--- src/rtl/adcres_pkg.sv ---
package adcres_pkg;
  parameter int RES_W  = 10;
  parameter int BYTE_W = 8;
  localparam int PAIR_W = 2 * BYTE_W;
  localparam int PAD_W  = PAIR_W - RES_W;

  typedef logic [RES_W-1:0]  res_t;
  typedef logic [BYTE_W-1:0] byte_t;

  typedef enum logic [1:0] {
    SEL_NONE = 2'd0,
    SEL_LO   = 2'd1,
    SEL_HI   = 2'd2
  } rd_sel_e;
endpackage

--- src/rtl/adcres_rst_sync.sv ---
module adcres_rst_sync #(
  parameter int STAGES = 2
) (
  input  logic clk,
  input  logic rst_n_in,
  output logic rst_n_out
);
  logic [STAGES-1:0] sync_q;

  always_ff @(posedge clk or negedge rst_n_in) begin
    if (!rst_n_in) sync_q <= '0;
    else           sync_q <= {sync_q[STAGES-2:0], 1'b1};
  end

  assign rst_n_out = sync_q[STAGES-1];
endmodule

--- src/rtl/adcres_decode.sv ---
module adcres_decode
  import adcres_pkg::*;
#(
  parameter int          ADDR_W  = 8,
  parameter logic [ADDR_W-1:0] LO_ADDR = 8'h78
) (
  input  logic [ADDR_W-1:0] bus_addr,
  input  logic              bus_rd,
  output logic              lo_rd,
  output logic              hi_rd,
  output rd_sel_e           sel
);
  localparam logic [ADDR_W-1:0] HI_ADDR = LO_ADDR + 1'b1;

  always_comb begin
    lo_rd = bus_rd && (bus_addr == LO_ADDR);
    hi_rd = bus_rd && (bus_addr == HI_ADDR);
    if (lo_rd)      sel = SEL_LO;
    else if (hi_rd) sel = SEL_HI;
    else            sel = SEL_NONE;
  end
endmodule

--- src/rtl/adcres_store.sv ---
module adcres_store
  import adcres_pkg::*;
(
  input  logic clk,
  input  logic rst_n,
  input  logic conv_done,
  input  res_t conv_value,
  input  logic lo_rd,
  input  logic hi_rd,
  output res_t vis_q,
  output res_t shadow_q,
  output logic lock_q,
  output logic pend_q
);
  res_t vis_n, shadow_n;
  logic lock_n, pend_n;
  logic vis_en, shadow_en, lock_en, pend_en;

  always_comb begin
    vis_n     = vis_q;
    shadow_n  = shadow_q;
    lock_n    = lock_q;
    pend_n    = pend_q;
    vis_en    = 1'b0;
    shadow_en = 1'b0;
    lock_en   = 1'b0;
    pend_en   = 1'b0;
    if (lock_q) begin
      if (hi_rd) begin
        lock_n  = 1'b0; lock_en = 1'b1;
        pend_n  = 1'b0; pend_en = 1'b1;
        if (conv_done) begin
          vis_n = conv_value; vis_en = 1'b1;
        end else if (pend_q) begin
          vis_n = shadow_q;   vis_en = 1'b1;
        end
      end else if (conv_done) begin
        shadow_n = conv_value; shadow_en = 1'b1;
        pend_n   = 1'b1;       pend_en   = 1'b1;
      end
    end else begin
      if (lo_rd) begin
        lock_n = 1'b1; lock_en = 1'b1;
        if (conv_done) begin
          shadow_n = conv_value; shadow_en = 1'b1;
          pend_n   = 1'b1;       pend_en   = 1'b1;
        end
      end else if (conv_done) begin
        vis_n = conv_value; vis_en = 1'b1;
      end
    end
  end

  always_ff @(posedge clk or negedge rst_n) begin
    if (!rst_n) begin
      vis_q    <= '0;
      shadow_q <= '0;
      lock_q   <= 1'b0;
      pend_q   <= 1'b0;
    end else begin
      if (vis_en)    vis_q    <= vis_n;
      if (shadow_en) shadow_q <= shadow_n;
      if (lock_en)   lock_q   <= lock_n;
      if (pend_en)   pend_q   <= pend_n;
    end
  end
endmodule

--- src/rtl/adcres_pack.sv ---
module adcres_pack
  import adcres_pkg::*;
(
  input  res_t  vis,
  input  logic  align_left,
  output byte_t lo_byte,
  output byte_t hi_byte
);
  logic [PAIR_W-1:0] pair;

  generate
    if (PAD_W > 0) begin : g_pad
      always_comb begin
        if (align_left) pair = {vis, {PAD_W{1'b0}}};
        else            pair = {{PAD_W{1'b0}}, vis};
      end
    end else begin : g_full
      always_comb pair = PAIR_W'(vis);
    end
  endgenerate

  assign lo_byte = pair[BYTE_W-1:0];
  assign hi_byte = pair[PAIR_W-1:BYTE_W];
endmodule

--- src/rtl/adcres_rdmux.sv ---
module adcres_rdmux
  import adcres_pkg::*;
(
  input  rd_sel_e sel,
  input  byte_t   lo_byte,
  input  byte_t   hi_byte,
  output byte_t   rdata
);
  always_comb begin
    unique case (sel)
      SEL_LO:  rdata = lo_byte;
      SEL_HI:  rdata = hi_byte;
      default: rdata = '0;
    endcase
  end
endmodule

--- src/rtl/adc_result_latch.sv ---
module adc_result_latch
  import adcres_pkg::*;
#(
  parameter int                ADDR_W  = 8,
  parameter logic [ADDR_W-1:0] LO_ADDR = 8'h78
) (
  input  logic              clk,
  input  logic              rst_n,
  input  logic [ADDR_W-1:0] bus_addr,
  input  logic              bus_rd,
  output logic [BYTE_W-1:0] bus_rdata,
  input  logic              conv_done,
  input  logic [RES_W-1:0]  conv_value,
  input  logic              align_left
);
  logic    rst_sync_n;
  logic    lo_rd, hi_rd;
  rd_sel_e sel;
  res_t    vis_q, shadow_q;
  logic    lock_q, pend_q;
  byte_t   lo_byte, hi_byte;

  adcres_rst_sync #(.STAGES(2)) u_rst (
    .clk       (clk),
    .rst_n_in  (rst_n),
    .rst_n_out (rst_sync_n)
  );

  adcres_decode #(.ADDR_W(ADDR_W), .LO_ADDR(LO_ADDR)) u_dec (
    .bus_addr (bus_addr),
    .bus_rd   (bus_rd),
    .lo_rd    (lo_rd),
    .hi_rd    (hi_rd),
    .sel      (sel)
  );

  adcres_store u_store (
    .clk        (clk),
    .rst_n      (rst_sync_n),
    .conv_done  (conv_done),
    .conv_value (conv_value),
    .lo_rd      (lo_rd),
    .hi_rd      (hi_rd),
    .vis_q      (vis_q),
    .shadow_q   (shadow_q),
    .lock_q     (lock_q),
    .pend_q     (pend_q)
  );

  adcres_pack u_pack (
    .vis        (vis_q),
    .align_left (align_left),
    .lo_byte    (lo_byte),
    .hi_byte    (hi_byte)
  );

  adcres_rdmux u_mux (
    .sel     (sel),
    .lo_byte (lo_byte),
    .hi_byte (hi_byte),
    .rdata   (bus_rdata)
  );
endmodule

--- config.mk ---
export PLATFORM = sky130hd
export DESIGN_NAME = adc_result_latch
export DESIGN_NICKNAME = d
export VERILOG_FILES = /design/src/rtl/adcres_pkg.sv /design/src/rtl/adcres_rst_sync.sv /design/src/rtl/adcres_decode.sv /design/src/rtl/adcres_store.sv /design/src/rtl/adcres_pack.sv /design/src/rtl/adcres_rdmux.sv /design/src/rtl/adc_result_latch.sv
export SDC_FILE = /design/constraint.sdc
export NUM_CORES = 1
export LEC_CHECK = 0
export BUFFER_PORTS_ARGS = -buffer_cell sky130_fd_sc_hd__buf_2
export CAP_MARGIN = 40
export CORE_MARGIN = 5
export CORE_UTILIZATION = 30
export DETAILED_ROUTE_END_ITERATION = 6
export HOLD_SLACK_MARGIN = 0.15
export PLACE_DENSITY_LB_ADDON = 0.3
export SYNTH_ARGS = -nofsm -noshare
export SYNTH_HDL_FRONTEND = slang
export SYNTH_SLANG_ARGS = --single-unit
--- constraint.sdc ---
create_clock -name clk -period 4.03 [get_ports clk]
set_input_delay 0.806 -clock clk [delete_from_list [all_inputs] [get_ports clk]]
set_output_delay 0.806 -clock clk [all_outputs]
set_load 0.005 [all_outputs]
## Yosys cells after proc, flatten, opt, wreduce, memory -nomap -nowiden

Index checks and enable logic that the tools add are counted.
Widths: inputs -> output; s select.

| storage, ports and cells | value |
|---|---|
| register bits | 24 |
| input port bits | 23 |
| output and inout bits | 8 |
| logic and storage cells | 54 |

| operators by class | value |
|---|---|
| equality and inequality tests | 7 |
| mux-type cells | 34 |
| reduce and logical (&&, ||, !) cells | 8 |

Operators by type and width:

| cell | count |
|---|---|
| $mux 10 | 10 |
| $mux 1 | 20 |
| $eq 8x7->1 const B | 2 |
| $mux 16 | 1 |
| $pmux 8 s2 | 1 |
| $reduce_bool 2->1 | 3 |
| $reduce_and 5->1 | 1 |
| $mux 2 | 2 |
| $ne 2x2->1 const B | 2 |
| $reduce_and 3->1 | 1 |
| $eq 2x1->1 const B | 1 |
| $eq 2x2->1 const B | 1 |
| $logic_and 1x1->1 | 2 |
| $ne 2x1->1 const B | 1 |
| $reduce_and 2->1 | 1 |

## Logic depth before layout (Yosys ltp)

Gate-level depths: netlist of run 1.

| logic depth | value |
|---|---|
| depth after elaboration | 6 |
| gate-level depth with buffers | 5 |
| depth with buffers taken out | 4 |

## Cells and area by module

Synthesis of run 1 repeated with hierarchy kept, for this count alone.

| unflattened totals | value |
|---|---|
| cell total of the unflattened synthesis | 113 |
| area, all modules | 1413.9 µm² |

By module, submodules not included:

| module | instances | cells each | area each (µm²) | seq. area each (µm²) |
|---|---|---|---|---|
| adcres_store | 1 | 62 | 950.9 | 550.5 |
| adcres_rdmux | 1 | 23 | 188.9 | 0.0 |
| adcres_pack | 1 | 18 | 157.7 | 0.0 |
| adcres_decode | 1 | 7 | 62.6 | 0.0 |
| adcres_rst_sync | 1 | 3 | 53.8 | 50.0 |

## Worst setup path after synthesis of run 1

OpenSTA, ideal clock, no wires.

| path | value |
|---|---|
| kind | input to output |
| start | input port align_left |
| end | output port bus_rdata[0] |
| data arrival time | 1.636 ns |
| required time | 3.224 ns |
| setup slack | 1.588 ns |
| stages on the path | 4 |
| path buffers | 1 |
| path through | clkbuf_1 -> mux2_2 -> a22oi_1 -> nor2_1 |

| between the ends | value |
|---|---|
| longest elaborated chain between the ends | 2 |

RTL lines:

| item | RTL line | RTL |
|---|---|---|
| start: declaration | adc_result_latch.sv:14 | `input logic align_left` |
| $mux 16 | adcres_pack.sv:14 | `if (align_left) pair = {vis, {PAD_W{1'b0}}};` |
| $pmux 8 s2 | adcres_rdmux.sv:10 | `unique case (sel)` |
| end: declaration | adc_result_latch.sv:11 | `output logic [BYTE_W-1:0] bus_rdata,` |

Every way passes these cells.

## Worst setup path after layout of run 1

| path | value |
|---|---|
| start | input port bus_addr[7] |
| end | output port bus_rdata[6] |

| between the ends | value |
|---|---|
| longest elaborated chain between the ends | 6 |
| elaborated cells between the ends (all ways) | 9 |
| classes of those cells | eq/ne: 4; mux: 3; reduce/logical: 2 |

RTL lines:

| item | RTL line | RTL |
|---|---|---|
| start: declaration | adc_result_latch.sv:9 | `input logic [ADDR_W-1:0] bus_addr,` |
| $eq 8x7->1 | adcres_decode.sv:17 | `hi_rd = bus_rd && (bus_addr == HI_ADDR);` |
| $logic_and 1x1->1 | adcres_decode.sv:17 |  |
| $mux 2 | adcres_decode.sv:19 | `else if (hi_rd) sel = SEL_HI;` |
| $mux 2 (*) | adcres_decode.sv:18 | `if (lo_rd) sel = SEL_LO;` |
| $eq 2x2->1 / $eq 2x1->1 (equally long branches) | adcres_rdmux.sv:10 |  |
| $pmux 8 s2 (*) | adcres_rdmux.sv:10 |  |

Every way passes the cells marked *; elsewhere a longest branch is shown, timed or not.

==> impl_metrics.json, run 1 <==
{
  "yosysUniqueCellTypes": 23,
  "status": "finished, final reports clean",
  "synth.top_cell.area_share_pct": 46.83,
  "max_freq_mhz": 390.3,
  "dpl.hpwl_um": 2008,
  "drive_gt1_share_pct": 53.03,
  "synthFlopType": "dfrtp_1",
  "crit_path_start": "bus_addr[7]",
  "avgSynthCellArea_um2": 12.45,
  "wl_per_cell_um": 14.72,
  "grt_max_degree": 18,
  "max_stage_delay_ns": 0.36,
  "r2r-start": "u_store.lock_q",
  "r2r_slack_ns": 2.38,
  "ys_top_cells_by_area": "dfrtp_1 47%, mux2_2 19%, mux2_4 12%",
  "critPathBufInv": 2,
  "initial_core_util_pct": 31.38,
  "vias": 880,
  "h-tree-depth": 1,
  "core_um2": 4086,
  "fin_crit_ns": 2.562,
  "hold_buffers": 0,
  "cts.sinks": 24,
  "crit_path_start_kind": "input pin",
  "critical_path.most_common_cell": "buf_2",
  "tightest_slew_ns": 0.5465,
  "yosysTopAreaCell": "dfrtp_1",
  "p_sw_share_pct": 24.38,
  "finalMaxSlewViolations": 0,
  "worstPathMaxFanout": 12,
  "die_area_um2": 5682,
  "nets": 156,
  "syn_inst": 103,
  "slowest_stage": "or2_4",
  "critical_path.top_delay_family": "simple AND/OR/NAND/NOR gates",
  "min_path_type": "reg2async",
  "clock-skew-final_ns": 0.003886,
  "final_cells": 182,
  "clock_path_buffers": 2,
  "ant_nets": 0,
  "hold_viol": 0,
  "seqPwrFrac_pct": 53.0,
  "portBuffers": 30,
  "synth_edf_count": 0,
  "die_y_um": 75.38,
  "first_pass_iters": 4,
  "ys_seq_area_share_pct": 46.83,
  "clk_root_buffer_cell": "clkbuf_8",
  "ios": 31,
  "insertion_delay_ns": 0.27,
  "path_clk_slew_ns": 0.08,
  "cp-end-kind": "output port",
  "async_reset_ff_share_pct": 100.0,
  "synth_nets": 126,
  "synth.top_cells.by_count": "24 x dfrtp_1, 22 x mux2_2, 11 x nor2_1, 10 x mux2_4",
  "syn2layout_area_growth_pct": 20.68,
  "ys_ff_latch": 24,
  "timing.max_cap.violations": 0,
  "grt_pass1_wl_um": 4195,
  "peakVddDrop_mv": 0.1737,
  "gp_congestion": 0.7354,
  "antennaDiodeCount": 0,
  "p_switching_w": 0.0001506,
  "drc": 0,
  "synthesis.area_um2": 1282,
  "path_cells": "buf_2, nand4b_1, or2_4, nor2_1, buf_2",
  "rows": 23,
  "dieWidth_um": 75.38,
  "cts_buffers": 3,
  "p_per_area_nw_per_um2": 399.3,
  "ctsResizeCount": 0,
  "routed_via_density": 4.835,
  "rsz0062_at_grt": "no",
  "worstPathRequired_ns": 3.22,
  "antenna_found_initial": 0,
  "path_class": "in2out",
  "dp_cells": 178,
  "crit_arrival_ns": 1.76,
  "fin_setup_tns_ns": 0,
  "grt_usage_pct": 9.940,
  "finalCoreUtilization_pct": 37.88,
  "power.share.clock_pct": 26.3,
  "max_slew_margin_pct": 63.56,
  "postCtsSetupBuffers": 0,
  "finalWirelength_um": 2679,
  "grt-ovfl-total": 0,
  "yosysWarnings": 0,
  "combPwrFrac_pct": 20.6,
  "drt_iter0_drc": 25,
  "period_share_pct": 63.58,
  "grt_pass1_vias": 885,
  "post-synth-top-count-cell": "dfrtp_1",
  "intPower_w": 0.0004673,
  "p_leak_nw": 0.7120,
  "cts_tree": "yes",
  "finalSetupViolCount": 0
}
-- power groups by stage --
stage          registers, W  logic [W]  clock network, W
2_1_floorplan      0.000325   0.000101                 0
3_3_place_gp       0.000333   0.000118                 0
3_5_place_dp       0.000334   0.000129                 0
4_1_cts            0.000329   0.000130          0.000171
5_1_grt            0.000335   0.000141          0.000180
6_report           0.000328   0.000128          0.000163
-- area by class of cell --
| class | count | area (um2) |
|---|---|---|
| multi-input combinational | 72 | 648.1 |
| sequential | 24 | 600.6 |
| tap | 50 | 62.56 |
| clock buffer | 4 | 55.05 |
| inverter | 1 | 3.754 |
| fill | 406 | 2539 |
| timing repair buffer | 31 | 177.7 |
-- registers in the layout (all words and copies together), names as in the netlist --
signal            cells
u_store.vis_q        10
u_store.pend_q        1
u_store.shadow_q     10
u_store.lock_q        1
u_rst.sync_q          2
-- cells in the final DEF (no fill, tap or decap) --
cell,synthesis,final
inv_1,1,1
nand4b_1,1,1
nand4bb_1,1,1
nor4b_1,1,1
conb_1,1,1
nand2_1,3,3
mux2_2,22,22
clkbuf_8,0,4
buf_2,0,30
nand2b_1,2,2
or2_4,1,1
o21ai_0,2,2
dfrtp_1,24,24
a22oi_1,5,5
a31o_2,1,1
a21oi_1,5,5
and2_0,1,1
mux2i_1,2,2
a31oi_1,1,1
mux2_4,10,10
mux2i_4,1,1
buf_16,0,1
nor3b_1,1,1
nor2_1,11,11
-- kinds of logic after synthesis --
group	Yosys count	share of synthesized area (%)
AO/OA/AOI/OAI	14	6.830
other	1	0.2924
flip-flops	24	46.83
buffers and inverters	7	2.634
AND/OR/NAND/NOR	22	9.074
multiplexers	35	34.34
-- through the flow --
stage	power (W)	instance area (um2)	setup slack (ns)	hold slack (ns)
global placement	0.0004516	1465	1.498	0.3404
floorplan	0.0004264	1282	1.588	0.2803
CTS	0.0006288	1548	1.452	0.1580
finish	0.0006179	1548	1.468	0.1405
global route	0.0006554	1548	1.388	0.1704
detailed placement	0.0004625	1493	1.459	0.1530
-- final timing paths --
| check | to | cells after the start |
|---|---|---|
| worst min register to register | u_store.shadow_q[7] | 0 |
| worst min-delay path | u_store.shadow_q[7] | 0 |
| min in group clk | u_rst.sync_q[1] | 0 |
| max in group asynchronous | u_store.vis_q[6] | 1 |
| worst max register to register | u_store.vis_q[8] | 4 |
| worst max-delay path | bus_rdata[6] | 5 |
-- per-layer routing --
| layer | vias up | global-route usage, % | share of wire (%) | wire, um |
|---|---|---|---|---|
| met5 | - | 0 | 0 | 0 |
| met4 | 0 | 4.078 | 0.52 | 14 |
| met3 | 2 | 2.243 | 6.5 | 175 |
| met2 | 20 | 16.87 | 49 | 1324 |
| met1 | 431 | 12.15 | 43 | 1165 |
| li1 | 427 | - | - | - |
No activity file was read; power rests on OpenSTA's default activity.
==> run 2, diff against run 1 <==
Clock period 4.03 ns to 2.7 ns, I/O delays scaled along.
==> run 2 against run 1 <==
- setup slack worse by 0.80 ns
- first-iteration DRC count up 20%
- highest routed layer unchanged
- register-to-register slack worse by 1.3 ns
- core utilization shrank 0.092 points
- sequential power up 50%
- via count decreased by 1.3%
- critical endpoint is now bus_rdata[3]
- sequential share of layout area rose by 0.094 points
- count of clock-buffer cells in the layout fell by 1
- critical path depth stayed put
==> impl_metrics.json, run 2 (same netlist as run 1, synthesis figures left out) <==
{
  "power.share.clock_pct": 22.9,
  "grt_pass1_wl_um": 4471,
  "antennaDiodeCount": 0,
  "insertion_delay_ns": 0.26,
  "ant_nets": 0,
  "ios": 31,
  "cts_tree": "yes",
  "crit_arrival_ns": 1.49,
  "drt_iter0_drc": 30,
  "multi_input_area_um2": 648.1,
  "p_per_area_nw_per_um2": 573.6,
  "cts_buffers": 3,
  "grt-ovfl-total": 0,
  "fin_setup_tns_ns": 0,
  "pre_cts_ws_ns": 0.5408,
  "worstPathRequired_ns": 2.16,
  "min_path_type": "reg2async",
  "rsz0062_at_grt": "no",
  "combPwrFrac_pct": 21.7,
  "peakVddDrop_mv": 0.2964,
  "worst_slack_ns": 0.6681,
  "core_um2": 4086,
  "wl_per_cell_um": 14.73,
  "vias": 869,
  "grtUsageMet1_pct": 12.97,
  "clock-skew-final_ns": 0.003590,
  "intPower_w": 0.0006677,
  "largestRegisters": "u_store.shadow_q x10, u_store.vis_q x10, u_rst.sync_q x2",
  "max_slew_margin_pct": 63.24,
  "r2r-end": "u_store.vis_q[9]",
  "clk_root_buffer_cell": "clkbuf_8",
  "finalWirelength_um": 2680,
  "grt_use_met2_pct": 18.12,
  "final_common_cell": "buf_2",
  "p_leak_nw": 0.7090,
  "postCtsSetupBuffers": 0,
  "clock_path_buffers": 2,
  "initial_core_util_pct": 31.38,
  "finalSetupViolCount": 0,
  "ctsResizeCount": 0,
  "hold_viol": 0,
  "drive_gt1_share_pct": 52.27,
  "grt.busiest_layer": "met2",
  "antenna_found_initial": 0,
  "h-tree-depth": 1,
  "fillers": 421,
  "fin_crit_ns": 2.032,
  "final_cell_mix": "30 x buf_2, 24 x dfrtp_1, 22 x mux2_2",
  "status": "finished, final reports clean",
  "grt_max_degree": 18,
  "tightest_slew_ns": 0.5514,
  "dieWidth_um": 75.38,
  "path_clk_slew_ns": 0.08,
  "worstPathMaxFanout": 11,
  "final_cells": 182,
  "die_area_um2": 5682,
  "path_class": "in2out",
  "regArea_um2": 600.6,
  "p_sw_share_pct": 24.60,
  "use_met3_pct": 2.507,
  "portBuffers": 30,
  "finalMaxSlewViolations": 0,
  "gp_congestion": 0.6784,
  "crit_path_start_kind": "input pin",
  "timing.max_cap.violations": 0,
  "dp_cells": 178,
  "period_share_pct": 75.26,
  "dpl.hpwl_um": 2070,
  "worst_hold_slack_ns": 0.1389,
  "grt_usage_pct": 10.41,
  "nets": 157,
  "first_pass_iters": 3,
  "cts.sinks": 24,
  "grt_pass1_vias": 958,
  "syn2layout_area_growth_pct": 20.39,
  "drc": 0,
  "routed_via_density": 4.775,
  "reg2reg_depth": 4,
  "p_switching_w": 0.0002179,
  "r2r-start": "u_store.lock_q",
  "r2r_slack_ns": 1.04,
  "max_freq_mhz": 492.1,
  "seqPwrFrac_pct": 55.5,
  "rows": 23,
  "cp-end-kind": "output port",
  "die_y_um": 75.38
}
## run 2: cell types whose count changed in the layout (fill, tap and decap cells not counted), sizes merged
cell	change
clkbuf	-1
dlygate4sd3	+1
## run 2: how the worst max path moves through the flow
stage / to / depth (start not counted) / startpoint / slack (ns)
2_1_floorplan: bus_rdata[0] / 4 / align_left / 0.79
3_3_place_gp: u_store.shadow_q[1] / 5 / bus_addr[2] / 0.59
6_report: bus_rdata[3] / 5 / bus_addr[0] / 0.67
4_1_cts: bus_rdata[3] / 5 / bus_addr[0] / 0.68
3_5_place_dp: u_store.shadow_q[8] / 5 / bus_addr[7] / 0.54
5_1_grt: bus_rdata[3] / 5 / bus_addr[0] / 0.58
## run 2: final cells by class
cell class / count / share of cell area (%)
sequential: 24 / 38.90
inverter: 1 / 0.2431
timing repair buffer: 32 / 12.16
tap: 50 / 4.052
clock buffer: 3 / 2.674
multi-input combinational: 72 / 41.98
## run 2: metrics by stage
| step | power [W] | util, % | cell area (um2) |
|---|---|---|---|
| 6_report | 0.0008856 | 37.78 | 1544 |
| 2_1_floorplan | 0.0006365 | - | 1282 |
| 5_1_grt | 0.0009449 | 37.78 | 1544 |
| 4_1_cts | 0.0008998 | 37.78 | 1544 |
| 3_5_place_dp | 0.0006929 | 36.53 | 1493 |
| 3_3_place_gp | 0.0006749 | 35.85 | 1465 |
## run 2: repair_timing
action / 4_1_cts / 5_1_grt
hold endpoints to repair: 2 / 0
hold buffers: 1 / 0
endpoints found under the setup margin: 0 / 0
## run 2: per-layer routing
metal,wire [um],vias to the layer above
met1,1157,421
met5,0,-
met2,1340,22
li1,-,424
met4,14,0
met3,167,2
## run 2: worst max-delay path, cell delays in order
cell,delay (ns)
buf_2,0.19
and2_0,0.33
a22oi_1,0.15
nor2_1,0.15
buf_2,0.13
## run 2: power by group through the flow
stage               clock network (W)  registers (W)  logic (W)
detailed placement                  0       0.000499   0.000194
global placement                    0       0.000499   0.000176
global route                 0.000230       0.000503   0.000213
CTS                          0.000212       0.000492   0.000196
floorplan                           0       0.000486   0.000151
finish                       0.000202       0.000491   0.000192
